`src/rtl/cfgx_pkg.sv`:
```
package cfgx_pkg;

    localparam logic [7:0]  REG_DATA = 8'hA0;
    localparam logic [7:0]  REG_CTRL = 8'hA4;
    localparam logic [7:0]  REG_STAT = 8'hA8;
    localparam int          MB_OSC_N = 6;
    localparam logic [31:0] MB_VIO_UV = 32'd3300000;

    typedef struct packed {
        logic        start;
        logic        wr;
        logic [3:0]  dcc;
        logic [5:0]  func;
        logic [1:0]  rsvd;
        logic [1:0]  site;
        logic [3:0]  pos;
        logic [11:0] dev;
    } cfg_cmd_t;

    typedef enum logic [5:0] {
        FN_OSC      = 6'd1,
        FN_VOLT     = 6'd2,
        FN_VIDMUX   = 6'd7,
        FN_OFF      = 6'd8,
        FN_RESTART  = 6'd9,
        FN_DISPMODE = 6'd11
    } cfg_fn_e;

    typedef struct packed {
        logic accept;     // target exists for this direction
        logic load_data;  // start & accept & read: result into data word
        logic osc_wr;     // start & accept & oscillator write
        logic off_req;
        logic restart_req;
    } cfg_res_t;

    function automatic logic [31:0] mb_osc_default(input int i);
        case (i)
            0:       return 32'd50000000;
            1:       return 32'd23750000;
            default: return 32'd24000000;
        endcase
    endfunction

endpackage

```
`src/rtl/cfgx_osc_bank.sv`:
```
module cfgx_osc_bank
    import cfgx_pkg::*;
#(
    parameter int N_MB = 6,
    parameter int N_DB = 3,
    parameter logic [N_DB*32-1:0] DB_INIT = '0,
    parameter int IW = $clog2(N_MB + N_DB)
) (
    input  logic          clk,
    input  logic          rst,
    input  logic          we,
    input  logic [IW-1:0] idx,
    input  logic [31:0]   wdata,
    output logic [31:0]   rdata
);
    localparam int N = N_MB + N_DB;

    logic [31:0] ent [N];

    for (genvar g = 0; g < N; g++) begin : g_ent
        logic [31:0] q;
        if (g < N_MB) begin : g_mb
            localparam logic [31:0] RV = mb_osc_default(g);
            always_ff @(posedge clk) begin
                if (rst)                         q <= RV;
                else if (we && idx == IW'(g))    q <= wdata;
            end
        end else begin : g_db
            localparam logic [31:0] RV = DB_INIT[(g-N_MB)*32 +: 32];
            always_ff @(posedge clk) begin
                if (rst)                         q <= RV;
                else if (we && idx == IW'(g))    q <= wdata;
            end
        end
        assign ent[g] = q;
    end

    always_comb begin
        rdata = '0;
        for (int i = 0; i < N; i++) begin
            if (idx == IW'(i)) rdata = ent[i];
        end
    end

endmodule

```
`src/rtl/cfgx_decode.sv`:
```
module cfgx_decode
    import cfgx_pkg::*;
#(
    parameter int DB_OSC_N  = 3,
    parameter int DB_VOLT_N = 2,
    parameter logic [DB_VOLT_N*32-1:0] DB_VOLT_VAL = '0,
    parameter int IW = $clog2(MB_OSC_N + DB_OSC_N)
) (
    input  cfg_cmd_t      cmd,
    input  logic [31:0]   osc_rd,
    output cfg_res_t      res,
    output logic [IW-1:0] osc_idx,
    output logic [31:0]   rd_val
);
    logic        base_ok, mb0, dev_in, acc, ld, ow, off, rs;
    logic [31:0] volt_db;
    logic        volt_hit;

    assign base_ok = (cmd.dcc == '0) && (cmd.pos == '0) && !cmd.site[1];
    assign mb0     = (cmd.site == 2'd0) && (cmd.dev == '0);
    assign dev_in  = cmd.site[0] ? (32'(cmd.dev) < 32'(DB_OSC_N))
                                 : (32'(cmd.dev) < 32'(MB_OSC_N));
    assign osc_idx = IW'(32'(cmd.dev) + (cmd.site[0] ? 32'(MB_OSC_N) : 32'd0));

    always_comb begin
        volt_db  = '0;
        volt_hit = 1'b0;
        for (int i = 0; i < DB_VOLT_N; i++) begin
            if (32'(cmd.dev) == 32'(i)) begin
                volt_db  = DB_VOLT_VAL[i*32 +: 32];
                volt_hit = 1'b1;
            end
        end
    end

    always_comb begin
        acc    = 1'b0;
        ld     = 1'b0;
        ow     = 1'b0;
        off    = 1'b0;
        rs     = 1'b0;
        rd_val = '0;
        if (base_ok) begin
            case (cmd.func)
                FN_OSC: begin
                    if (dev_in) begin
                        acc = 1'b1;
                        if (cmd.wr) ow = 1'b1;
                        else begin
                            ld     = 1'b1;
                            rd_val = osc_rd;
                        end
                    end
                end
                FN_VOLT: begin
                    if (!cmd.wr && mb0) begin
                        acc = 1'b1; ld = 1'b1; rd_val = MB_VIO_UV;
                    end else if (!cmd.wr && cmd.site[0] && volt_hit) begin
                        acc = 1'b1; ld = 1'b1; rd_val = volt_db;
                    end
                end
                FN_VIDMUX, FN_DISPMODE: acc = cmd.wr && mb0;
                FN_OFF: begin
                    acc = cmd.wr && mb0;
                    off = cmd.wr && mb0;
                end
                FN_RESTART: begin
                    acc = cmd.wr && mb0;
                    rs  = cmd.wr && mb0;
                end
                default: ;
            endcase
        end
    end

    assign res.accept      = acc;
    assign res.load_data   = cmd.start && ld;
    assign res.osc_wr      = cmd.start && ow;
    assign res.off_req     = cmd.start && off;
    assign res.restart_req = cmd.start && rs;

endmodule

```
`src/rtl/cfgxact_engine.sv`:
```
module cfgxact_engine
    import cfgx_pkg::*;
#(
    parameter int DB_OSC_N  = 3,
    parameter logic [DB_OSC_N*32-1:0] DB_OSC_INIT =
        {32'd33000000, 32'd66000000, 32'd45000000},
    parameter int DB_VOLT_N = 2,
    parameter logic [DB_VOLT_N*32-1:0] DB_VOLT_VAL =
        {32'd1000000, 32'd900000}
) (
    input  logic        clk,
    input  logic        rst,
    input  logic        bus_wr,
    input  logic [7:0]  bus_addr,
    input  logic [31:0] bus_wdata,
    output logic [31:0] bus_rdata,
    output logic        shutdown_req,
    output logic        reboot_req
);
    localparam int IW = $clog2(MB_OSC_N + DB_OSC_N);

    cfg_cmd_t      cmd, ctrl_next, ctrl_q;
    cfg_res_t      res;
    logic [31:0]   data_q, osc_rd, rd_val;
    logic [1:0]    stat_q;
    logic [IW-1:0] osc_idx;
    logic          ctrl_wr;

    assign cmd     = cfg_cmd_t'(bus_wdata);
    assign ctrl_wr = bus_wr && (bus_addr == REG_CTRL);

    always_comb begin
        ctrl_next       = cmd;
        ctrl_next.start = 1'b0;
        ctrl_next.rsvd  = 2'b00;
    end

    cfgx_decode #(
        .DB_OSC_N   (DB_OSC_N),
        .DB_VOLT_N  (DB_VOLT_N),
        .DB_VOLT_VAL(DB_VOLT_VAL),
        .IW         (IW)
    ) u_dec (
        .cmd    (cmd),
        .osc_rd (osc_rd),
        .res    (res),
        .osc_idx(osc_idx),
        .rd_val (rd_val)
    );

    cfgx_osc_bank #(
        .N_MB   (MB_OSC_N),
        .N_DB   (DB_OSC_N),
        .DB_INIT(DB_OSC_INIT),
        .IW     (IW)
    ) u_osc (
        .clk  (clk),
        .rst  (rst),
        .we   (ctrl_wr && res.osc_wr),
        .idx  (osc_idx),
        .wdata(data_q),
        .rdata(osc_rd)
    );

    always_ff @(posedge clk) begin
        if (rst) begin
            data_q       <= '0;
            ctrl_q       <= '0;
            stat_q       <= '0;
            shutdown_req <= 1'b0;
            reboot_req   <= 1'b0;
        end else begin
            shutdown_req <= 1'b0;
            reboot_req   <= 1'b0;
            if (bus_wr) begin
                case (bus_addr)
                    REG_DATA: data_q <= bus_wdata;
                    REG_CTRL: begin
                        ctrl_q <= ctrl_next;
                        if (cmd.start) begin
                            stat_q       <= {~res.accept, 1'b1};
                            shutdown_req <= res.off_req;
                            reboot_req   <= res.restart_req;
                            if (res.load_data) data_q <= rd_val;
                        end
                    end
                    REG_STAT: stat_q <= bus_wdata[1:0];
                    default: ;
                endcase
            end
        end
    end

    always_comb begin
        case (bus_addr)
            REG_DATA: bus_rdata = data_q;
            REG_CTRL: bus_rdata = ctrl_q;
            REG_STAT: bus_rdata = {30'd0, stat_q};
            default:  bus_rdata = '0;
        endcase
    end

endmodule

```
`config.mk`:
```
export PLATFORM = sky130hd
export DESIGN_NAME = cfgxact_engine
export DESIGN_NICKNAME = d
export VERILOG_FILES = /design/src/rtl/cfgx_pkg.sv /design/src/rtl/cfgx_osc_bank.sv /design/src/rtl/cfgx_decode.sv /design/src/rtl/cfgxact_engine.sv
export SDC_FILE = /design/constraint.sdc
export NUM_CORES = 1
export LEC_CHECK = 0
export BUFFER_PORTS_ARGS = -buffer_cell sky130_fd_sc_hd__buf_2
export CAP_MARGIN = 20
export CORE_ASPECT_RATIO = 1.1
export CORE_MARGIN = 10
export CORE_UTILIZATION = 60
export DETAILED_ROUTE_END_ITERATION = 8
export GPL_ROUTABILITY_DRIVEN = 1
export HOLD_SLACK_MARGIN = 0.05
export PLACE_DENSITY = 0.78
export SLEW_MARGIN = 20
export SYNTH_ARGS = -nofsm -noshare
export SYNTH_HDL_FRONTEND = slang
export SYNTH_SLANG_ARGS = --single-unit
```
`constraint.sdc`:
```
create_clock -name clk -period 3.1 [get_ports clk]
set_input_delay 0.155 -clock clk [delete_from_list [all_inputs] [get_ports clk]]
set_output_delay 0.155 -clock clk [all_outputs]
set_load 0.01 [all_outputs]
```
======== Word-level counts from Yosys, hierarchy flattened ========
Cells that the tools add are included.
Widths: inputs -> output; s select.
storage, ports and cells
  bits in registers ....................... 353
  latch bits .............................. 0
  bits in writable memories ............... 0
  ROM bits ................................ 0
  input bits .............................. 43
  output and inout port bits .............. 34
  logic and storage cells ................. 126
  memories kept ........................... 0
cells by class
  add/sub/neg operators ................... 1
  multiply operators ...................... 0
  divide/modulo/power cells ............... 0
  magnitude comparators ................... 2
  eq/ne operators ......................... 20
  shift-type cells ........................ 0
  mux-type cells .......................... 44
  bitwise gates (word level) .............. 4
  reduce and logical (&&, ||, !) cells .... 36
operators by type and width
  cell                 count
  $mux 32              15
  $pmux 32 s2          2
  $pmux 32 s3          1
  $mux 20              3
  $eq 8x8->1 const B   3
  $logic_and 1x1->1    22
  $eq 6x4->1 const B   3
  $mux 1               18
  $eq 4x3->1 const B   4
  $eq 12x1->1 const B  1
  $logic_not 12->1     1
  $logic_not 4->1      3
  $lt 12x2->1 const B  1
  $lt 12x3->1 const B  1
  $eq 4x2->1 const B   2
  $reduce_or 4->1      2
  $eq 6x1->1 const B   1
  $eq 6x2->1 const B   1
  $eq 6x3->1 const B   1
  $add 4x4->4          1
  $eq 4x1->1 const B   1
  $eq 4x4->1 const B   1
  $ne 2x2->1 const B   2
  $not 1->1            4
  other kinds (11)     13

======== Longest topological paths before layout ========
Gate-level depths: netlist of run 1.
  word-level depth ........................ 19
  mapped depth ............................ 12
  gate-level depth less buffers ........... 9

======== By module ========
A second synthesis of run 1 with hierarchy kept.
second synthesis, totals
  cells, all modules ...................... 2,129
  area total of the unflattened synthesis .. 16,913.7 um2
by module, submodules not included
  module          times used  cells each  area each (um2)  sequential area each (um2)
  cfgx_osc_bank   1           1,603       12,583.3         5,765.5
  cfgxact_engine  1           410         3,540.9          1,301.2
  cfgx_decode     1           116         789.5            0.0

======== Worst setup path before layout of run 1 ========
Ideal clock, no wire load.
  path kind ............................... input -> register
  start point ............................. in bus_wdata[1]
  end point ............................... reg data_q[17]
  setup time .............................. 86 ps
  arrival ................................. 2,432 ps
  path slack .............................. 583 ps
  stages on the path ...................... 11
  buffers on the path ..................... 3
  cell sequence ........................... ha_1 inv_1 fa_1 clkbuf_1 clkbuf_1 clkbuf_1 o211ai_1 o21a_1 o31ai_1 a22oi_1 a211oi_1
on the way
  cells in the longest elaborated chain, start to end .. 18
  elaborated cells on any way between the ends .. 47
  those cells by class .................... 1 x add/sub; 2 x order compare; 10 x eq/ne; 27 x mux; 7 x reduce/logical
ends and longest elaborated chain
  item                   line                  RTL
  from (decl)            cfgxact_engine.sv:15  input logic [31:0] bus_wdata,
  $add 4x4->4            cfgx_decode.sv:23     assign osc_idx = IW'(32'(cmd.dev) + (cmd.site[0] ? 32'(MB_OSC_N) : 32'd0));
  $logic_not 4->1        cfgx_osc_bank.sv:41   if (idx == IW'(i)) rdata = ent[i];
  $mux 32 (9 in series)  cfgx_osc_bank.sv:41
  $mux 32                cfgx_decode.sv:48     if (cmd.wr) ow = 1'b1;
  $mux 32                cfgx_decode.sv:46     if (dev_in) begin
  $pmux 32 s2            cfgx_decode.sv:44     case (cmd.func)
  $mux 32                cfgx_decode.sv:43     if (base_ok) begin
  $mux 32                cfgxact_engine.sv:84  if (res.load_data) data_q <= rd_val;
  $mux 32                cfgxact_engine.sv:80  if (cmd.start) begin
  $pmux 32 s2            cfgxact_engine.sv:76  case (bus_addr)
  to (signal assigned)   cfgxact_engine.sv:77  REG_DATA: data_q <= bus_wdata;
  to (signal assigned)   cfgxact_engine.sv:84
  to (decl)              cfgxact_engine.sv:24  logic [31:0] data_q, osc_rd, rd_val;
Parallel ways exist; a longest one is shown, timed or not. The select of a mux whose other input is x is not followed.
A chain may end at the register's enable or synchronous reset.

======== Worst setup path in the final report of run 1 ========
  start point ............................. in bus_wdata[22]
  end point ............................... reg data_q[17]
on the way
  cells in the longest elaborated chain, start to end .. 6
  elaborated cells on any way between the ends .. 12
  those cells by class .................... 3 x eq/ne; 7 x mux; 2 x reduce/logical
ends and longest elaborated chain
  item                                                    line
  $eq 6x2->1 / $eq 6x1->1 (equally long branches)         cfgx_decode.sv:44
  $pmux 32 s2 / $pmux 1 s2 (equally long branches)        cfgx_decode.sv:44
  $mux 32 / $mux 1 (equally long branches)                cfgx_decode.sv:43
  $mux 32 / $logic_and 1x1->1 (equally long branches)     cfgxact_engine.sv:84, cfgx_decode.sv:77
  $mux 32 / $ne 2x2->1 (equally long branches)            --
  $pmux 32 s2 / $reduce_and 4->1 (equally long branches)  --
Parallel ways exist; a longest one is shown, timed or not. The select of a mux whose other input is x is not followed.

==> metrics.txt, run 1 <==
# TYPE chip_impl_metric gauge
chip_impl_info{name="run_status",value="finished clean"} 1
chip_impl_metric{name="depth_of_the_worst_register_to_register_path",unit=""} 6
chip_impl_metric{name="route.final.wire_length",unit="mm"} 54.4
chip_impl_metric{name="leakagePower",unit="nW"} 7.23
chip_impl_metric{name="area_growth",unit="%"} 13.2
chip_impl_metric{name="timing.setup.tns",unit="ps"} 0
chip_impl_metric{name="worstSkewPairLatency",unit="ps"} 520
chip_impl_metric{name="max_slew_margin",unit="%"} 40.4
chip_impl_metric{name="gp_routability_congestion",unit=""} 0.947
chip_impl_metric{name="wl_per_cell",unit="µm"} 21.7
chip_impl_metric{name="fin_hold_ws",unit="ps"} 84.4
chip_impl_metric{name="via_per_inst",unit=""} 6.41
chip_impl_metric{name="detailed_place_hpwl",unit="mm"} 35.5
chip_impl_metric{name="post-cts-setup-buffer-count",unit=""} 0
chip_impl_info{name="cp-start-kind",value="primary input"} 1
chip_impl_metric{name="synth_nets",unit=""} 2157
chip_impl_metric{name="tightest_pin_transition",unit="ps"} 894
chip_impl_metric{name="htree_num_levels",unit=""} 2
chip_impl_metric{name="cap_viol_max_count",unit=""} 0
chip_impl_info{name="yosys.area.top_type",value="dfxtp_1"} 1
chip_impl_metric{name="critPathArrivalTime",unit="ps"} 3210
chip_impl_metric{name="io_buffer_count",unit=""} 76
chip_impl_metric{name="antenna-diode-count",unit=""} 0
chip_impl_metric{name="clk_pin_slew",unit="ps"} 60
chip_impl_metric{name="die_h",unit="µm"} 193
chip_impl_metric{name="async_reset_ff_share",unit="%"} 0
chip_impl_metric{name="crit_share_post_route",unit="%"} 91.6
chip_impl_metric{name="fp-row-count",unit=""} 63
chip_impl_metric{name="globalRouteTotalUtil",unit="%"} 30.4
chip_impl_metric{name="power.density",unit="mW/mm²"} 533
chip_impl_metric{name="power.switching_fraction",unit="%"} 24.2
chip_impl_info{name="hold_path_class",value="in -> reg"} 1
chip_impl_metric{name="antenna_left",unit=""} 0
chip_impl_info{name="setup_repair_after_global_routing_missed_its_margin",value="no"} 1
chip_impl_metric{name="tritoncts.num_buffers",unit=""} 37
chip_impl_info{name="synth_top_area_cells",value="dfxtp_1 43%, nand2_1 14%, a21oi_1 6.8%"} 1
chip_impl_metric{name="ys_seq_elements",unit=""} 353
chip_impl_metric{name="count_of_distinct_cell_types_in_the_synthesized_netlist",unit=""} 73
chip_impl_metric{name="synth_enable_flop_cells",unit=""} 0
chip_impl_metric{name="grt.overflow.total",unit=""} 0
chip_impl_metric{name="placed_cells_incl_taps",unit=""} 2414
chip_impl_metric{name="p_comb_share",unit="%"} 9.1
chip_impl_metric{name="power_report.internal_total",unit="mW"} 7.49
chip_impl_metric{name="final_cells",unit=""} 2504
chip_impl_metric{name="power.clock.fraction",unit="%"} 45.0
chip_impl_info{name="clk_root_buffer_cell",value="clkbuf_16"} 1
chip_impl_metric{name="critical_path.max_fanout",unit=""} 15
chip_impl_metric{name="die_area",unit="mm²"} 0.0343
chip_impl_metric{name="vias",unit=""} 16100
chip_impl_metric{name="dieWidth",unit="µm"} 178
chip_impl_metric{name="drt_drc_violations_left",unit=""} 0
chip_impl_metric{name="period_needed",unit="ps"} 2840
chip_impl_metric{name="initial_standard_cell_utilization_of_the_core",unit="%"} 60.8
chip_impl_metric{name="largest_net_degree_at_the_start_of_global_routing",unit=""} 138
chip_impl_metric{name="synth_top_area_share",unit="%"} 43.1
chip_impl_metric{name="fin_skew",unit="ps"} 8.72
chip_impl_info{name="critical_path_class",value="in -> reg"} 1
chip_impl_info{name="critPathCaptureType",value="flip-flop"} 1
chip_impl_metric{name="clock_sinks",unit=""} 353
chip_impl_metric{name="report.final.slew_viol_count",unit=""} 0
chip_impl_metric{name="setup_violating_endpoint_count_in_the_final_report",unit=""} 0
chip_impl_metric{name="first_global_vias",unit=""} 14900
chip_impl_info{name="tritoncts",value="yes"} 1
chip_impl_metric{name="pwr-share-seq",unit="%"} 46.0
chip_impl_metric{name="synth_area_per_cell",unit="µm²"} 7.76
chip_impl_metric{name="clock_tree.buffer_depth",unit=""} 3
chip_impl_metric{name="first_pass_grt_wire_length",unit="mm"} 84.6
chip_impl_metric{name="synth-warning-count",unit=""} 0
chip_impl_metric{name="grt_antenna_before_repair",unit=""} 0
chip_impl_metric{name="core",unit="mm²"} 0.0270
chip_impl_metric{name="ys_seq_area_share",unit="%"} 43.1
chip_impl_metric{name="synth_area",unit="mm²"} 0.0164
chip_impl_metric{name="min_path_cells",unit=""} 3
chip_impl_metric{name="drt_iter0_drc",unit=""} 2374
chip_impl_metric{name="report.final.hold_viol_count",unit=""} 0
chip_impl_info{name="yosys.cell_count.top_type",value="nand2_1"} 1
chip_impl_metric{name="drt_first_pass_iters",unit=""} 6
chip_impl_info{name="synth_top_flop_cell",value="dfxtp_1"} 1
chip_impl_metric{name="holdBufCountCts",unit=""} 27
chip_impl_metric{name="layout-drive-gt1-share",unit="%"} 11.1
chip_impl_metric{name="num_io_pins",unit=""} 77
chip_impl_metric{name="critPathRequiredTime",unit="ps"} 3470
chip_impl_metric{name="final_net_count",unit=""} 2168
chip_impl_metric{name="timing.fmax",unit="MHz"} 352
chip_impl_metric{name="post_cts_resize_count",unit=""} 0
chip_impl_info{name="synthTopCellsByCount",value="623 x nand2_1, 353 x dfxtp_1, 224 x a21oi_1"} 1
chip_impl_metric{name="irDropWorstVdd",unit="mV"} 0.400
chip_impl_metric{name="power.switching",unit="mW"} 2.39
chip_impl_metric{name="netlist_instances",unit=""} 2112
## layout by cell type (no fill, tap or decap), drive strengths merged, types with 5 or more instances in the layout
cell / Yosys / layout
nand4: 14 / 14
inv: 8 / 9
nor3: 20 / 20
or4: 5 / 5
o21bai: 5 / 5
buf: 54 / 156
o22ai: 27 / 27
a211o: 5 / 5
nor4: 13 / 13
nand3: 16 / 16
nand2: 624 / 624
a31oi: 16 / 16
o221ai: 11 / 11
nor2: 119 / 119
a22oi: 18 / 18
a221oi: 11 / 11
a311oi: 16 / 16
nand3b: 105 / 105
dfxtp: 353 / 353
a21oi: 224 / 224
nand2b: 6 / 6
mux2i: 70 / 70
o21a: 5 / 5
o21ai: 40 / 40
clkbuf: 157 / 57
o22a: 15 / 15
a211oi: 10 / 10
o211ai: 20 / 20
o31ai: 6 / 6
a22o: 27 / 27
nor2b: 8 / 8
and3: 10 / 10
and2: 12 / 12
o2111ai: 11 / 11
dlygate4sd3: 0 / 27
a221o: 10 / 10
## routing by layer
metal  vias to the layer above  share of wire [%]  GRT usage [%]  wire length, µm
met5                         -                  0              0                0
li1                       7299                  -              -                -
met2                      1020                 43           44.9            23600
met3                       138                 12           6.72             6630
met4                         0                3.7           11.8             1990
met1                      7606                 41           42.2            22100
## power by group through the flow
stage                     Sequential (mW)  Combinational (mW)  Clock [mW]
after floorplan                      4.64               0.523           0
after global placement               4.64               0.830           0
after detailed placement             4.64               0.833           0
after CTS                            4.54               0.864        4.46
after global routing                 4.54               0.951        4.65
final                                4.54               0.898        4.44
## registers in the layout, indices dropped and copies added (netlist names)
name,count
u_osc.g_ent.q,288
data_q,32
ctrl_q,29
stat_q,2
reboot_req,1
shutdown_req,1
## cell type report
| type | count | area, µm² |
|---|---|---|
| multi-input combinational | 1539 | 8440 |
| fill | 2205 | 8400 |
| clock buffer | 57 | 1150 |
| tap | 357 | 447 |
| inverter | 9 | 33.8 |
| sequential | 353 | 7070 |
| clock inverter | 6 | 61.3 |
| timing repair buffer | 183 | 1350 |
## cells by family after synthesis
family	after synthesis	synth area share, %
buf+inv	220	5.61
simple gates	971	26.9
compound gates	491	19.5
xor+xnor	3	0.160
fa+ha+maj	2	0.199
flops	353	43.1
mux	72	4.48
## path summary, 6_finish.rpt
kind                   startpoint                    to  slack [ps]
min reg2reg  u_osc.g_ent[4].q[15]  u_osc.g_ent[4].q[15]         450
min                 bus_wdata[25]            ctrl_q[25]          80
max                 bus_wdata[22]            data_q[17]         260
max reg2reg  u_osc.g_ent[4].q[30]            data_q[30]        1340
## worst max-delay path, cell delays in order
cell	delay (ps)
dlygate4sd3_1	540
buf_2	180
or4_4	560
nor4_4	320
a32oi_1	250
o31a_1	630
a21oi_1	420
a211oi_1	130
## through the flow
| stage | instance area [µm²] | utilization, % | setup slack (ps) | total power, mW |
|---|---|---|---|---|
| finish | 18600 | 68.8 | 261 | 9.88 |
| floorplan | 16400 | - | 583 | 5.16 |
| CTS | 18600 | 68.8 | 350 | 9.86 |
| global placement | 17100 | 63.3 | 197 | 5.47 |
| global route | 18600 | 68.8 | 211 | 10.1 |
| detailed placement | 17100 | 63.3 | 148 | 5.47 |
Note: power is estimated with default switching activity, not from simulation.
==> run 2, diff against run 1 <==
Settings changed: ABC_AREA from default to 1.
==> run 2 against run 1 <==
Against the previous run:
- clock skew grew 4.6 ps
- critical path depth grew 9
- flip-flop and latch count is the same
- worst setup slack lost 87 ps
- register-to-register slack gained 390 ps
- die area grew 2.5%
- fmax shrank 3.0%
- wire length shrank 12%
- area after synthesis grew 2.8%
- final cell count grew 8.1%
- critical path type unchanged
- critical endpoint is now data_q[20]
- largest power group unchanged
==> metrics.txt, run 2 <==
# TYPE chip_impl_metric gauge
chip_impl_metric{name="die_h",unit="µm"} 196
chip_impl_metric{name="grt_antenna_before_repair",unit=""} 0
chip_impl_info{name="slowest_stage",value="fa_1"} 1
chip_impl_metric{name="leakagePower",unit="nW"} 8.00
chip_impl_metric{name="io_buffer_count",unit=""} 76
chip_impl_metric{name="placed_cells_incl_taps",unit=""} 2607
chip_impl_metric{name="timing.setup.tns",unit="ps"} 0
chip_impl_metric{name="async_reset_ff_share",unit="%"} 0
chip_impl_info{name="reg_top3",value="u_osc.g_ent.q (288), data_q (32), ctrl_q (29)"} 1
chip_impl_info{name="critical_path_class",value="in -> reg"} 1
chip_impl_metric{name="wl_per_cell",unit="µm"} 17.7
chip_impl_info{name="tritoncts",value="yes"} 1
chip_impl_metric{name="grt.overflow.total",unit=""} 0
chip_impl_metric{name="synth_area_per_cell",unit="µm²"} 7.34
chip_impl_metric{name="critical_path.max_fanout",unit=""} 30
chip_impl_metric{name="report.final.hold_viol_count",unit=""} 0
chip_impl_info{name="hold_path_class",value="in -> reg"} 1
chip_impl_metric{name="max_slew_margin",unit="%"} 32.4
chip_impl_metric{name="setup_violating_endpoint_count_in_the_final_report",unit=""} 0
chip_impl_metric{name="fin_skew",unit="ps"} 13.3
chip_impl_info{name="rr_startpoint",value="u_osc.g_ent[1].q[8]"} 1
chip_impl_info{name="setup_repair_after_global_routing_missed_its_margin",value="no"} 1
chip_impl_info{name="yosys.cell_count.top_type",value="nand2_1"} 1
chip_impl_metric{name="report.final.slew_viol_count",unit=""} 0
chip_impl_metric{name="synth_nets",unit=""} 2340
chip_impl_metric{name="layout-drive-gt1-share",unit="%"} 12.6
chip_impl_metric{name="die_area",unit="mm²"} 0.0352
chip_impl_metric{name="fp-row-count",unit=""} 64
chip_impl_info{name="clk_root_buffer_cell",value="clkbuf_16"} 1
chip_impl_metric{name="timing.fmax",unit="MHz"} 342
chip_impl_metric{name="ys_seq_area_share",unit="%"} 42.0
chip_impl_metric{name="synth_area",unit="mm²"} 0.0168
chip_impl_info{name="yosys.area.top_type",value="dfxtp_1"} 1
chip_impl_info{name="worst_setup_path_startpoint",value="bus_wdata[1]"} 1
chip_impl_metric{name="largest_net_degree_at_the_start_of_global_routing",unit=""} 131
chip_impl_info{name="synth_top_area_cells",value="dfxtp_1 42%, nand2_1 10%, a21oi_1 8.1%"} 1
chip_impl_metric{name="gp_routability_congestion",unit=""} 0.925
chip_impl_info{name="cp-start-kind",value="primary input"} 1
chip_impl_metric{name="clock_sinks",unit=""} 353
chip_impl_metric{name="core",unit="mm²"} 0.0278
chip_impl_metric{name="area_growth",unit="%"} 10.1
chip_impl_metric{name="initial_standard_cell_utilization_of_the_core",unit="%"} 60.6
chip_impl_info{name="synthTopCellsByCount",value="452 x nand2_1, 353 x dfxtp_1, 344 x inv_1"} 1
chip_impl_info{name="critPathCaptureType",value="flip-flop"} 1
chip_impl_metric{name="critPathArrivalTime",unit="ps"} 3360
chip_impl_metric{name="num_io_pins",unit=""} 77
chip_impl_metric{name="htree_num_levels",unit=""} 2
chip_impl_metric{name="crit_share_post_route",unit="%"} 94.4
chip_impl_metric{name="min_path_cells",unit=""} 5
chip_impl_info{name="critPathMostFrequentCell",value="nand2_1"} 1
chip_impl_info{name="cells_along_the_critical_path",value="dlygate4sd3_1, buf_2, ha_1, inv_1, fa_1, buf_4, nand3_1, inv_1, buf_12, nand2_1, nand4_1, nand2_1, nand2_1, nand2_1, nand2_1, nand2_1, a21oi_1"} 1
chip_impl_metric{name="clk_pin_slew",unit="ps"} 60
chip_impl_metric{name="fin_hold_ws",unit="ps"} 115
chip_impl_metric{name="final_net_count",unit=""} 2364
chip_impl_metric{name="drt_iter0_drc",unit=""} 1689
chip_impl_info{name="synth_top_flop_cell",value="dfxtp_1"} 1
chip_impl_metric{name="tritoncts.num_buffers",unit=""} 37
chip_impl_metric{name="depth_of_the_worst_register_to_register_path",unit=""} 10
chip_impl_metric{name="critPathRequiredTime",unit="ps"} 3530
chip_impl_metric{name="drt_first_pass_iters",unit=""} 6
chip_impl_metric{name="first_pass_grt_wire_length",unit="mm"} 75.7
chip_impl_metric{name="number_of_flip_flops_in_the_largest_register",unit=""} 288
chip_impl_metric{name="irDropWorstVdd",unit="mV"} 0.543
chip_impl_info{name="run_status",value="finished clean"} 1
chip_impl_info{name="register_ranked_first_by_flip_flop_count",value="u_osc.g_ent.q"} 1
chip_impl_metric{name="vias",unit=""} 15600
chip_impl_metric{name="globalRouteTotalUtil",unit="%"} 25.8
chip_impl_metric{name="first_global_vias",unit=""} 14200
chip_impl_metric{name="synth-warning-count",unit=""} 0
chip_impl_metric{name="power.density",unit="mW/mm²"} 521
chip_impl_metric{name="final_cells",unit=""} 2707
chip_impl_metric{name="drt_drc_violations_left",unit=""} 0
chip_impl_metric{name="cap_viol_max_count",unit=""} 0
chip_impl_metric{name="ys_seq_elements",unit=""} 353
chip_impl_info{name="hold_start",value="bus_wr"} 1
chip_impl_metric{name="via_per_inst",unit=""} 5.77
chip_impl_metric{name="antenna-diode-count",unit=""} 0
chip_impl_info{name="most_common_library_cell_in_the_layout_ignoring_fill_and_taps",value="nand2_1"} 1
chip_impl_metric{name="period_needed",unit="ps"} 2930
chip_impl_metric{name="max_stage_delay",unit="ps"} 570
chip_impl_metric{name="route.final.wire_length",unit="mm"} 47.8
chip_impl_metric{name="clock_tree.buffer_depth",unit=""} 3
chip_impl_metric{name="worstSkewPairLatency",unit="ps"} 520
chip_impl_metric{name="antenna_left",unit=""} 0
chip_impl_metric{name="synth_enable_flop_cells",unit=""} 0
chip_impl_metric{name="tightest_pin_transition",unit="ps"} 1010
chip_impl_metric{name="power",unit="mW"} 9.66
chip_impl_info{name="layout_common_cells",value="452 x nand2_1, 353 x dfxtp_1, 343 x inv_1"} 1
chip_impl_metric{name="detailed_place_hpwl",unit="mm"} 29.9
chip_impl_metric{name="count_of_distinct_cell_types_in_the_synthesized_netlist",unit=""} 42
chip_impl_metric{name="netlist_instances",unit=""} 2295
chip_impl_metric{name="synth_top_area_share",unit="%"} 42.0
chip_impl_metric{name="dieWidth",unit="µm"} 180
-- run 2: cell types whose count changed in the layout (fill, tap and decap cells not counted), moves of 70 or more --
cell,before,now
o21ai_1,0,154
mux2i_1,70,0
inv_1,8,343
nand3b_1,105,3
o21ai_0,40,116
nand2_1,623,452
-- run 2: final timing paths --
| kind | endpoint | slack (ps) |
|---|---|---|
| max | data_q[20] | 170 |
| max reg2reg | data_q[8] | 1730 |
| min reg2reg | u_osc.g_ent[1].q[1] | 440 |
| min | ctrl_q[30] | 120 |
-- run 2: per-stage QoR --
step / area, µm² / setup WS, ps / utilization [%]
finish: 18500 / 174 / 66.7
global route: 18500 / 11.9 / 66.7
CTS: 18500 / 194 / 66.7
detailed placement: 17000 / 287 / 61.1
global placement: 17000 / 340 / 61.1
floorplan: 16800 / 737 / -
-- run 2: final cells by class --
cell class	count	area (µm²)
sequential	353	7070
fill	2214	9240
clock buffer	47	1010
timing repair buffer	150	1080
tap	363	454
multi-input combinational	1418	7380
inverter	359	1360
clock inverter	17	195
-- run 2: metal layers --
layer | GRT usage, % | part of all wire, % | routed length [µm] | up-vias
li1 | - | - | - | 7504
met1 | 34.4 | 42 | 20200 | 7192
met2 | 41.2 | 45 | 21500 | 793
met3 | 4.38 | 9.5 | 4530 | 117
met4 | 9.29 | 3.4 | 1610 | 0
met5 | 0 | 0 | 0 | -
-- run 2: cells by family (layout without fill, tap and decap cells) --
logic type | Yosys count | after routing | share of synthesized area (%)
xor gates and xnor gates | 1 | 1 | 0.0520
buffers and inverters | 524 | 573 | 14.2
AOI/OAI and AO/OA | 721 | 721 | 25.2
and+or+nand+nor | 694 | 694 | 18.3
adders and majority gates | 2 | 2 | 0.193
DFF | 353 | 353 | 42.0
-- run 2: where the power goes --
part           total (mW)  switching, mW  internal, mW
Combinational       0.657          0.450         0.207
Clock                4.47           1.82          2.65
Sequential           4.54        0.00254          4.54
-- run 2: critical path, delay by kind of cell --
kind / cells / cell delay [ps]
AOI/OAI and AO/OA: 1 / 200
adders and majority gates: 2 / 730
buffers and inverters: 6 / 1430
and+or+nand+nor: 8 / 810
-- run 2: repair_timing --
action,CTS,global route
gates resized for setup,0,3
setup endpoints to repair,0,3
buffers inserted,0,0
hold buffers,36,0
hold endpoints to repair,44,0
